$ cat src/rtl/gpio_moded_pkg.sv
package gpio_moded_pkg;
  typedef enum logic [1:0] {
    PM_ALT      = 2'b00,
    PM_OUT      = 2'b01,
    PM_IN_PU    = 2'b10,
    PM_IN_FLOAT = 2'b11
  } pin_mode_e;
endpackage

$ cat src/rtl/gpio_sync.sv
module gpio_sync #(
  parameter int WIDTH  = 8,
  parameter int STAGES = 2
) (
  input  logic             clk,
  input  logic             rst,
  input  logic [WIDTH-1:0] din,
  output logic [WIDTH-1:0] dout
);
  logic [STAGES-1:0][WIDTH-1:0] stage_q;

  for (genvar s = 0; s < STAGES; s++) begin : g_stage
    if (s == 0) begin : g_first
      always_ff @(posedge clk) begin
        if (rst) stage_q[s] <= '0;
        else     stage_q[s] <= din;
      end
    end else begin : g_next
      always_ff @(posedge clk) begin
        if (rst) stage_q[s] <= '0;
        else     stage_q[s] <= stage_q[s-1];
      end
    end
  end

  assign dout = stage_q[STAGES-1];
endmodule

$ cat src/rtl/gpio_bit_slice.sv
module gpio_bit_slice
  import gpio_moded_pkg::*;
#(
  parameter bit WRITABLE = 1'b0
) (
  input  logic       clk,
  input  logic       por_rst,
  input  logic       wr_en,
  input  logic       wr_bit,
  input  logic [1:0] mode,
  input  logic       pin_sync,
  output logic       rd_bit,
  output logic       drv_out,
  output logic       drv_oe,
  output logic       pu_en
);
  logic is_input;
  assign is_input = mode[1];

  // Pull-up enable is registered for every bit.
  always_ff @(posedge clk) begin
    if (por_rst) pu_en <= 1'b0;
    else         pu_en <= (pin_mode_e'(mode) == PM_IN_PU);
  end

  if (WRITABLE) begin : g_rw
    logic store_q;

    // Stored bit: changes only on a bus write or on power-on reset.
    always_ff @(posedge clk) begin
      if (por_rst)    store_q <= 1'b0;
      else if (wr_en) store_q <= wr_bit;
    end

    always_ff @(posedge clk) begin
      if (por_rst) drv_oe <= 1'b0;
      else         drv_oe <= (pin_mode_e'(mode) == PM_OUT);
    end

    assign drv_out = store_q;
    assign rd_bit  = is_input ? pin_sync : store_q;
  end else begin : g_ro
    logic unused_wr;
    assign unused_wr = wr_en ^ wr_bit;
    assign drv_out   = 1'b0;
    assign drv_oe    = 1'b0;
    // Alternate and reserved output modes read as low.
    assign rd_bit    = is_input ? pin_sync : 1'b0;
  end
endmodule

$ cat src/rtl/gpio_moded_port.sv
module gpio_moded_port #(
  parameter int WIDTH       = 8,
  parameter int RW_BIT      = 7,
  parameter int SYNC_STAGES = 2
) (
  input  logic                 clk,
  input  logic                 por_rst,
  input  logic                 man_rst,
  input  logic                 wr_en,
  input  logic [WIDTH-1:0]     wdata,
  input  logic                 rd_en,
  output logic [WIDTH-1:0]     rdata,
  input  logic [2*WIDTH-1:0]   mode_vec,
  input  logic [WIDTH-1:0]     pin_in,
  output logic [WIDTH-1:0]     pin_out,
  output logic [WIDTH-1:0]     pin_oe,
  output logic [WIDTH-1:0]     pullup_en
);
  localparam int MODE_W = 2;

  logic [WIDTH-1:0] pin_sync;
  logic [WIDTH-1:0] rd_mux;

  gpio_sync #(
    .WIDTH (WIDTH),
    .STAGES(SYNC_STAGES)
  ) u_sync (
    .clk (clk),
    .rst (por_rst),
    .din (pin_in),
    .dout(pin_sync)
  );

  for (genvar i = 0; i < WIDTH; i++) begin : g_bit
    gpio_bit_slice #(
      .WRITABLE(i == RW_BIT)
    ) u_slice (
      .clk     (clk),
      .por_rst (por_rst),
      .wr_en   (wr_en),
      .wr_bit  (wdata[i]),
      .mode    (mode_vec[MODE_W*i +: MODE_W]),
      .pin_sync(pin_sync[i]),
      .rd_bit  (rd_mux[i]),
      .drv_out (pin_out[i]),
      .drv_oe  (pin_oe[i]),
      .pu_en   (pullup_en[i])
    );
  end

  // Read register: manual reset clears it; the stored bit is untouched.
  always_ff @(posedge clk) begin
    if (por_rst || man_rst) rdata <= '0;
    else if (rd_en)         rdata <= rd_mux;
  end
endmodule

$ cat config.mk
export PLATFORM = sky130hd
export DESIGN_NAME = gpio_moded_port
export DESIGN_NICKNAME = d
export VERILOG_FILES = /design/src/rtl/gpio_moded_pkg.sv /design/src/rtl/gpio_sync.sv /design/src/rtl/gpio_bit_slice.sv /design/src/rtl/gpio_moded_port.sv
export SDC_FILE = /design/constraint.sdc
export NUM_CORES = 1
export LEC_CHECK = 0
export ABC_AREA = 0
export BUFFER_PORTS_ARGS = -buffer_cell sky130_fd_sc_hd__clkbuf_2
export CAP_MARGIN = 20
export CORE_ASPECT_RATIO = 1.5
export CORE_MARGIN = 3
export CORE_UTILIZATION = 29
export CTS_BUF_LIST = sky130_fd_sc_hd__clkbuf_4 sky130_fd_sc_hd__clkbuf_8
export DETAILED_ROUTE_END_ITERATION = 10
export HOLD_SLACK_MARGIN = 0.03
export PLACE_DENSITY = 0.59
export SYNTH_ARGS = -nofsm -noshare
export SYNTH_HDL_FRONTEND = slang
export SYNTH_SLANG_ARGS = --single-unit
export TNS_END_PERCENT = 5
$ cat constraint.sdc
create_clock -name clk -period 0.8 [get_ports clk]
set_input_delay 0.08 -clock clk [delete_from_list [all_inputs] [get_ports clk]]
set_output_delay 0.08 -clock clk [all_outputs]
set_load 0.02 [all_outputs]
# Word-level counts from Yosys, hierarchy flattened
# Cells that the tools add are included.
dict set report totals {
  ff_bits 34
  input_bits 37
  out_inout_bits 32
  word_cells 31
}
dict set report classes {
  n_eq_ne 9
  n_mux 8
  reduce_logical 1
}
# op count
set op_table {}
lappend op_table {{2-bit equality test (second input constant)} 8}
lappend op_table {{1-bit two-way mux} 8}
lappend op_table {{2-bit by 1-bit equality test with 1-bit output (second input constant)} 1}
lappend op_table {{1-bit logical OR} 1}

# Logic depth before layout (Yosys ltp)
# Gate-level depths: netlist of the first run.
dict set report depth {
  depth_word 1
  ltp_mapped 3
}

# By module
# From an unflattened synthesis of the first run, not the netlist that was laid out.
dict set report hier_totals {
  hier_cells 118
  area_unflattened_um2 1331.3
}
# mod n_inst cells_each area_per_inst_um2
set by_module_without_submodules {}
lappend by_module_without_submodules {gpio_sync 1 41 524.3}
lappend by_module_without_submodules {{gpio_bit_slice (g_bit[0].u_slice ...)} 7 6 57.6}
lappend by_module_without_submodules {gpio_moded_port 1 27 295.3}
lappend by_module_without_submodules {{gpio_bit_slice (g_bit[7].u_slice)} 1 8 108.9}

# Worst setup path after synthesis of the first run
# OpenSTA, ideal clock, no wires.
dict set report synth_timing {
  kind {register to register}
  from {register, netlist name rdata[7]}
  to {register rdata[7]}
  setup_time_ns 0.079
  t_arrival_ns 0.607
  required_ns 0.721
  setup_slack_ns 0.114
  path_stages_with_launch 3
  cell_sequence {dfxtp_1 nor2_1 a211oi_2}
}
# item line_no
set synth_rtl {}
lappend synth_rtl {{end signal, assigned} gpio_moded_port.sv:54} ;# else if (rd_en) rdata <= rd_mux;
lappend synth_rtl {{end, declared} gpio_moded_port.sv:12} ;# output logic [WIDTH-1:0] rdata,

# Worst setup path in the final report of the first run
dict set report layout_timing {
  from {register g_bit[7].u_slice.g_rw.store_q}
  to {output pin_out[7]}
}
# item line_no
set layout_rtl {}
lappend layout_rtl {{start, declared} gpio_bit_slice.sv:27} ;# logic store_q;
lappend layout_rtl {{start signal, assigned} gpio_bit_slice.sv:32} ;# else if (wr_en) store_q <= wr_bit;
lappend layout_rtl {{end, declared} gpio_moded_port.sv:15} ;# output logic [WIDTH-1:0] pin_out,
# No word-level cell between the ends.

==> impl_metrics.json, run 1 <==
{
  "ys.flop_type": "dfxtp_1",
  "wl_um": 2420,
  "status": "finished with violations",
  "dr.pass1.iters": 2,
  "wire_per_inst_um": 11.1,
  "cp.required_ns": 0.72,
  "clk_latency_ns": 0.28,
  "ys_warn_count": 0,
  "port_buffers": 47,
  "worst_path_dominant_cell_family": "flip-flops",
  "hold_start": "mode_vec[5]",
  "coreArea_um2": 3990,
  "path_max_fanout": 3,
  "max_freq_ghz": 1.19,
  "io-pin-count": 69,
  "cp_cell_sequence": "buf_8",
  "ys_types": 16,
  "drt_iter0_drc": 8,
  "drive_gt1_share_pct": 45.4,
  "ir_worst_vdd_v": 0.00122,
  "h-tree-depth": 2,
  "skew_ns": 0.00478,
  "fillers": 373,
  "cts_buffer_depth": 2,
  "antenna_found_initial": 0,
  "maxCapViolCount": 0,
  "initial_core_util_pct": 30.6,
  "grt_pass1_wl_um": 3970,
  "synth_edf_count": 0,
  "synth_commonest_cells": "dfxtp_1 (34), buf_4 (24), nor2b_1 (12), nor3b_1 (9)",
  "violations": "negative setup slack",
  "async_flop_share_pct": 0,
  "yosysMostFrequentCell": "dfxtp_1",
  "end_kind": "output port",
  "seqCellArea_um2": 703,
  "setup_viol": 11,
  "fin_util_pct": 46.6,
  "cp-start-kind": "flip-flop",
  "slew_viol_final": 0,
  "routabilityCongestion": 0.786,
  "finalCriticalPeriod_ns": 0.843,
  "antennaDiodeCount": 0,
  "die_h_um": 85.5,
  "rsz0062_at_grt": "yes",
  "multi_input_area_um2": 399,
  "leakagePower_nw": 0.813,
  "hold_path.class": "input port to flip-flop",
  "seq_area_frac_synth_pct": 55.7,
  "dp_hpwl_um": 1730,
  "whs_ns": 0.0496,
  "grt_pass1_vias": 911,
  "hold_violations": 0,
  "r2r-start": "g_bit[7].u_slice.drv_out",
  "synth_cells": 115,
  "synth_top_area_share_pct": 55.7,
  "grt.total_usage_pct": 10.7,
  "syn_area_um2": 1220,
  "reg2reg_depth": 3,
  "grt_overflow": 0,
  "ant_nets": 0,
  "syn_avg_cell_area_um2": 10.6,
  "crit_slowest_cell": "dfxtp_2",
  "fin_nets": 212,
  "yosys.area.top_type": "dfxtp_1",
  "worst_slack_ns": -0.0427,
  "grt_max_degree": 27,
  "r2r-end": "rdata[7]",
  "finalCritPeriodShare_pct": 105,
  "cts_buffers": 5,
  "path_clk_slew_ns": 0.06,
  "ys_ff_latch": 34,
  "r2r_slack_ns": -0.02,
  "placementRows": 28,
  "powerDensity_nw_per_um2": 1840,
  "cp.arrival_ns": 0.76,
  "ys_top_cells_by_area": "dfxtp_1 (56%), buf_4 (15%), nor2b_1 (6.1%), nor3b_1 (5.5%), nand2b_1 (3.6%)",
  "cts_num_sinks": 34,
  "drc": 0,
  "syn_to_final_growth_pct": 52.2,
  "vias_per_cell": 4.04,
  "cpPeakStageDelay_ns": 0.36,
  "cts_root_buffer": "clkbuf_8",
  "dr_total_vias": 885,
  "die_x_um": 59.0,
  "path_class": "flip-flop to output port",
  "hold_end": "g_bit[2].u_slice.pu_en",
  "critPathBufInv": 1,
  "cp.depth": 1,
  "dieArea_um2": 5050,
  "hold_depth": 2,
  "cts_tree": "done"
}
where the power goes:
part	internal (W)	switching, W	total [W]	leakage (nW)
logic	0.000230	0.000196	0.000426	0.483
registers	0.00176	0.0000264	0.00179	0.287
clock network	0.000662	0.000544	0.00121	0.0431
total	0.00265	0.000766	0.00342	0.813
repair_timing:
item | in CTS | in global routing
endpoints found under the setup margin | 18 | 20
resized for setup | 54 | 22
hold buffers | 17 | 0
endpoints found under the hold margin | 17 | 0
pin swaps | 1 | 1
setup buffers | 1 | 2
routing by layer:
metal  part of all wire (%)  wire length (µm)  track usage, %
met2                     54              1310            18.0
met4                    4.1               100            8.04
met3                    6.3               153            3.46
met1                     35               860            10.5
met5                      0                 0               0
sequential cells by signal, indices dropped and copies added (netlist names):
name and cells:
g_bit.u_slice.drv_out 1, u_sync.dout 8, rdata 8, g_bit.u_slice.pu_en 8, u_sync.stage_q 8, g_bit.u_slice.drv_oe 1
cell type report:
cell class	count	area share, %
well taps	45	3.03
multi-input cells	66	21.5
flip-flops and latches	34	37.8
clock buffers	6	4.44
repair buffers	68	33.3
cells in the final DEF, fill, tap and decap left out, types with 3 or more instances in the layout:
cell type	instances
nor3b_1	7
dlygate4sd3_1	17
dfxtp_2	18
buf_4	3
clkbuf_8	6
a21oi_1	7
nor2b_1	12
conb_1	14
nand2b_1	7
nand3_1	7
dfxtp_1	16
and2b_1	4
buf_8	18
clkbuf_2	29
kinds of logic after synthesis:
| kind of cell | synth area share, % |
|---|---|
| multiplexers | 1.64 |
| buffers and inverters | 16.8 |
| AO/OA/AOI/OAI | 3.89 |
| other | 0.307 |
| AND/OR/NAND/NOR | 21.7 |
| flip-flops | 55.7 |
worst max path at each step:
stage | end | from | slack (ns)
5_1_grt | pin_out[7] | g_bit[7].u_slice.drv_out | -0.06
6_report | pin_out[7] | g_bit[7].u_slice.drv_out | -0.04
4_1_cts | pin_out[7] | g_bit[7].u_slice.drv_out | -0.05
3_5_place_dp | rdata[7] | por_rst | -0.04
3_3_place_gp | rdata[7] | por_rst | -0.005
2_1_floorplan | rdata[7] | rdata[7] | 0.11
metrics by stage:
stage | TNS (ns) | cells | power, W | cell area, µm² | setup slack (ns)
after floorplan | 0 | 128 | 0.00207 | 1270 | 0.114
after global routing | -0.681 | 219 | 0.00357 | 1860 | -0.0635
final | -0.173 | 219 | 0.00342 | 1860 | -0.0427
after CTS | -0.603 | 217 | 0.00343 | 1810 | -0.0486
after detailed placement | -0.0356 | 193 | 0.00211 | 1370 | -0.0356
after global placement | -0.00528 | 193 | 0.00210 | 1370 | -0.00528
Note: power is estimated with default switching activity, not from simulation.
==> run 2, diff against run 1 <==
--- a/config.mk
+++ b/config.mk
@@ -14,8 +14,9 @@
 export CTS_BUF_LIST = sky130_fd_sc_hd__clkbuf_4 sky130_fd_sc_hd__clkbuf_8
 export DETAILED_ROUTE_END_ITERATION = 10
 export HOLD_SLACK_MARGIN = 0.03
-export PLACE_DENSITY = 0.59
+export PLACE_DENSITY = 0.57
 export SYNTH_ARGS = -nofsm -noshare
 export SYNTH_HDL_FRONTEND = slang
+export SYNTH_HIERARCHICAL = 1
 export SYNTH_SLANG_ARGS = --single-unit
 export TNS_END_PERCENT = 5
==> impl_metrics.json, run 2 <==
{
  "fin_util_pct": 46.0,
  "dp_hpwl_um": 1800,
  "ys_ff_latch": 34,
  "drt_iter0_drc": 13,
  "syn_avg_cell_area_um2": 11.3,
  "antennaDiodeCount": 0,
  "dr.pass1.iters": 4,
  "synth_top_area_share_pct": 51.1,
  "cp-start-kind": "flip-flop",
  "dieArea_um2": 5460,
  "leakagePower_nw": 0.911,
  "path_class": "flip-flop to output port",
  "io-pin-count": 69,
  "ir_worst_vdd_v": 0.00114,
  "cts_buffer_depth": 2,
  "yosys.area.top_type": "dfxtp_1",
  "cts_buffers": 5,
  "wl_um": 2410,
  "use_met3_pct": 4.77,
  "vias_per_cell": 3.91,
  "violations": "negative setup slack",
  "max_freq_ghz": 1.10,
  "synth_cells": 118,
  "fin_setup_tns_ns": -0.325,
  "hold_violations": 0,
  "instances_no_fill": 221,
  "cts_num_sinks": 34,
  "seq_area_frac_synth_pct": 51.1,
  "fin_nets": 211,
  "setup_viol": 13,
  "syn_to_final_growth_pct": 49.3,
  "fillers": 395,
  "worst_slack_ns": -0.111,
  "finalCriticalPeriod_ns": 0.911,
  "maxCapViolCount": 0,
  "port_buffers": 47,
  "die_x_um": 61.3,
  "wire_per_inst_um": 10.9,
  "dr_total_vias": 864,
  "grt_overflow": 0,
  "rsz0062_at_grt": "yes",
  "placementRows": 29,
  "grt_pass1_vias": 882,
  "cp.arrival_ns": 0.83,
  "ys_top_cells_by_area": "dfxtp_1 (51%), buf_4 (13%), nor3b_2 (7.5%), mux2i_1 (6.8%), nor2b_2 (4.6%)",
  "grt_util_met1_pct": 9.77,
  "busiest_layer": "met2",
  "drc": 0,
  "path_max_fanout": 2,
  "syn_area_um2": 1330,
  "antenna_found_initial": 0,
  "ys.flop_type": "dfxtp_1",
  "die_h_um": 89.0,
  "slew_viol_final": 0,
  "grt_pass1_wl_um": 3800,
  "layout_common_cells": "clkbuf_2 (29), dfxtp_2 (18), buf_8 (18), dlygate4sd3_1 (17), dfxtp_1 (16)",
  "cp.required_ns": 0.72,
  "pre_cts_ws_ns": -0.0728,
  "drive_gt1_share_pct": 56.0,
  "clk_latency_ns": 0.28,
  "cts_tree": "done",
  "cts_root_buffer": "clkbuf_8",
  "async_flop_share_pct": 0,
  "status": "finished with violations",
  "ys_warn_count": 6,
  "ys_types": 14,
  "final_common_cell": "clkbuf_2",
  "powerDensity_nw_per_um2": 1880,
  "grt.total_usage_pct": 9.65,
  "grt_max_degree": 18,
  "synth_edf_count": 0,
  "dp.cells": 196,
  "routabilityCongestion": 0.634,
  "hold_path.class": "input port to flip-flop",
  "skew_ns": 0.00489,
  "yosysMostFrequentCell": "dfxtp_1",
  "path_clk_slew_ns": 0.07,
  "h-tree-depth": 2,
  "grt_use_met2_pct": 16.1,
  "power_w": 0.00374,
  "end_kind": "output port",
  "coreArea_um2": 4320,
  "ant_nets": 0,
  "initial_core_util_pct": 30.8,
  "synth_commonest_cells": "dfxtp_1 (34), buf_4 (23), mux2i_1 (9), nor2_1 (9), nor3b_2 (8)",
  "finalCritPeriodShare_pct": 114
}
-- run 2: cell types whose count changed after synthesis, moves of 2 or more --
cell / previous run / this run
nor2b_1: 12 / 3
nor3b_1: 9 / 1
nor3b_2: 0 / 8
a21oi_1: 7 / 0
and2_1: 0 / 7
mux2i_1: 2 / 9
nand2b_1: 7 / 0
nand3_1: 7 / 0
nor2_1: 2 / 9
nor2b_2: 0 / 7
and2b_2: 0 / 6
conb_1: 1 / 7
and2b_1: 4 / 0
buf_2: 2 / 0
-- run 2: where the power goes --
| part | switching (W) | internal, W | total (W) |
|---|---|---|---|
| Combinational | 0.000202 | 0.000259 | 0.000462 |
| Clock | 0.000583 | 0.000916 | 0.00150 |
| Sequential | 0.0000235 | 0.00176 | 0.00178 |
-- run 2: kinds of logic (layout without fill, tap and decap cells) --
logic type | count (synthesis) | count (layout) | share of synthesized area (%)
buf+inv | 25 | 75 | 14.7
flops | 34 | 34 | 51.1
mux | 10 | 10 | 7.89
other cells | 7 | 14 | 1.97
simple gates | 42 | 42 | 24.3
-- run 2: worst max-delay path, stage by stage (launching register included) --
cell	delay [ns]
dfxtp_2	0.33
buf_6	0.11
buf_8	0.12
-- run 2: final timing paths --
kind                                               start                     end  slack, ns  cells after the start
worst min-delay path                         mode_vec[3]  g_bit[1].u_slice/pu_en       0.06                      2
worst min register to register         u_sync/stage_q[4]          u_sync/dout[4]       0.44                      1
worst max register to register  g_bit[7].u_slice/drv_out                rdata[7]      -0.09                      3
worst max-delay path            g_bit[7].u_slice/drv_out              pin_out[7]      -0.11                      2
-- run 2: final cells by class --
type,count,area [µm²],area share (%)
tap,46,57.6,2.89
sequential,34,703,35.4
timing repair buffer,67,637,32.0
multi-input combinational,66,482,24.2
clock buffer,5,68.8,3.46
clock inverter,3,40.0,2.01
-- run 2: per-layer routing --
| metal | share of wire [%] | vias to the layer above |
|---|---|---|
| met5 | 0 | - |
| met4 | 1.8 | 0 |
| met3 | 6.7 | 5 |
| met2 | 55 | 36 |
| met1 | 37 | 385 |
| li1 | - | 438 |
-- run 2: repair_timing --
| action | 4_1_cts | 5_1_grt |
|---|---|---|
| setup endpoints to repair | 19 | 19 |
| gates resized for setup | 52 | 20 |
| setup buffers | 0 | 0 |
| endpoints found under the hold margin | 17 | 0 |
| hold buffers | 17 | 0 |
-- run 2: through the flow --
step                      area, µm²  hold slack, ns
after floorplan                1360           0.145
after global routing           1990          0.0519
final                          1990          0.0580
after detailed placement       1500           0.254
after CTS                      1960          0.0474
after global placement         1500           0.250
==> run 3, diff against run 2 <==
--- a/config.mk
+++ b/config.mk
@@ -15,6 +15,7 @@
 export DETAILED_ROUTE_END_ITERATION = 10
 export HOLD_SLACK_MARGIN = 0.03
 export PLACE_DENSITY = 0.57
+export REMOVE_ABC_BUFFERS = 1
 export SYNTH_ARGS = -nofsm -noshare
 export SYNTH_HDL_FRONTEND = slang
 export SYNTH_HIERARCHICAL = 1
==> impl_metrics.json, run 3 (synthesis gave the netlist of run 2 again) <==
{
  "status": "finished with violations",
  "violations": "negative setup slack",
  "path_class": "flip-flop to output port",
  "clk_latency_ns": 0.28,
  "cp.arrival_ns": 0.82,
  "layout_common_cells": "clkbuf_2 (29), dfxtp_2 (18), buf_8 (18), dlygate4sd3_1 (16), dfxtp_1 (16)",
  "ant_nets": 0,
  "die_h_um": 89.0,
  "path_max_fanout": 2,
  "dieArea_um2": 5460,
  "dr_total_vias": 902,
  "antennaDiodeCount": 0,
  "p_sw_w": 0.000782,
  "cpPeakStageDelay_ns": 0.32,
  "die_x_um": 61.3,
  "wire_per_inst_um": 11.0,
  "finalCritPeriodShare_pct": 113,
  "clkPwrFrac_pct": 36.3,
  "p_seq_share_pct": 50.4,
  "rsz0062_at_grt": "yes",
  "dp_hpwl_um": 1900,
  "swShare_pct": 22.1,
  "cp-start-kind": "flip-flop",
  "maxCapViolCount": 0,
  "h-tree-depth": 2,
  "grt_overflow": 0,
  "pre_cts_ws_ns": -0.0416,
  "max_freq_ghz": 1.11,
  "coreArea_um2": 4320,
  "fin_nets": 217,
  "drive_gt1_share_pct": 58.0,
  "cts_buffers": 5,
  "cts_tree": "done",
  "path_clk_slew_ns": 0.06,
  "io-pin-count": 69,
  "grt_max_degree": 11,
  "ir_worst_vdd_v": 0.00113,
  "cts_root_buffer": "clkbuf_8",
  "drt_iter0_drc": 8,
  "setup_viol": 14,
  "p_int_w": 0.00275,
  "skew_ns": 0.00514,
  "vias_per_cell": 3.97,
  "leakagePower_nw": 0.924,
  "wl_um": 2490,
  "cts_num_sinks": 34,
  "dr.pass1.iters": 3,
  "cp_cell_sequence": "buf_6 -> buf_8",
  "drc": 0,
  "cts_buffer_depth": 2,
  "syn_to_final_growth_pct": 49.6,
  "grt.total_usage_pct": 9.92,
  "port_buffers": 47,
  "initial_core_util_pct": 30.8,
  "grt_pass1_wl_um": 4040,
  "worst_slack_ns": -0.105,
  "fin_util_pct": 46.1,
  "powerDensity_nw_per_um2": 1770,
  "finalCriticalPeriod_ns": 0.905,
  "pwr-share-comb_pct": 13.3,
  "placementRows": 29,
  "slew_viol_final": 0,
  "antenna_found_initial": 0,
  "crit_slowest_cell": "dfxtp_2",
  "routabilityCongestion": 0.642,
  "cp.required_ns": 0.72,
  "hold_path.class": "input port to flip-flop",
  "end_kind": "output port",
  "grt_pass1_vias": 959,
  "hold_violations": 0,
  "final_common_cell": "clkbuf_2"
}
## run 3: changes by cell type in the layout (fill, tap and decap cells not counted)
cell and change:
dlygate4sd3_1 -1, buf_4 +9, clkinv_2 -1, buf_12 -2, clkbuf_4 +1, bufinv_16 -1
clkbuf_8 +1
## run 3: stage by stage
step / instance area, µm² / TNS (ns) / hold slack, ns / power (W) / cells
CTS: 1970 / -0.837 / 0.0379 / 0.00359 / 227
detailed placement: 1520 / -0.0416 / 0.252 / 0.00217 / 202
global route: 1990 / -0.964 / 0.0477 / 0.00372 / 227
global placement: 1520 / -0.0286 / 0.250 / 0.00216 / 202
finish: 1990 / -0.308 / 0.0487 / 0.00353 / 227
floorplan: 1160 / -0.122 / 0.146 / 0.00198 / 100
## run 3: power by group through the flow
stage | Clock (W) | Combinational [W] | Sequential, W
finish | 0.00128 | 0.000470 | 0.00178
global route | 0.00142 | 0.000509 | 0.00179
CTS | 0.00134 | 0.000463 | 0.00178
detailed placement | 0 | 0.000359 | 0.00181
global placement | 0 | 0.000353 | 0.00181
floorplan | 0 | 0.000147 | 0.00184
## run 3: worst paths after layout
kind | depth (start not counted) | slack, ns | to | from
max reg2reg | 3 | -0.06 | rdata[7] | g_bit[7].u_slice/drv_out
max | 2 | -0.10 | pin_out[7] | g_bit[7].u_slice/drv_out
min | 3 | 0.05 | g_bit[7].u_slice/drv_out | wdata[7]
min reg2reg | 1 | 0.44 | u_sync/dout[3] | u_sync/stage_q[3]
## run 3: cell type report
cell class                      count  area (µm²)
Fill cell                         401        2330
Sequential cell                    34         703
Timing Repair Buffer               73         654
Multi-Input combinational cell     66         482
Clock buffer                        7        90.1
Tap cell                           46        57.6
Clock inverter                      1        5.00
## run 3: layer usage
metal  wire (µm)  vias up  global-route usage, %
met5           0        -                      0
met4          41        0                   4.73
met3         201        4                   3.61
met2        1370       42                   17.9
met1         873      400                   9.62
li1            -      456                      -
## run 3: worst max-delay path: cells and delay by family, from the launching register on
family | cells | cell delay, ns
DFF | 1 | 0.32
buffers and inverters | 2 | 0.23
## run 3: timing repair
item                                    4_1_cts  5_1_grt
endpoints found under the setup margin       19       22
hold buffers                                 16        0
gates resized for setup                      53       20
setup buffers                                 1        0
hold endpoints to repair                     16        0
pin swaps                                     0        3
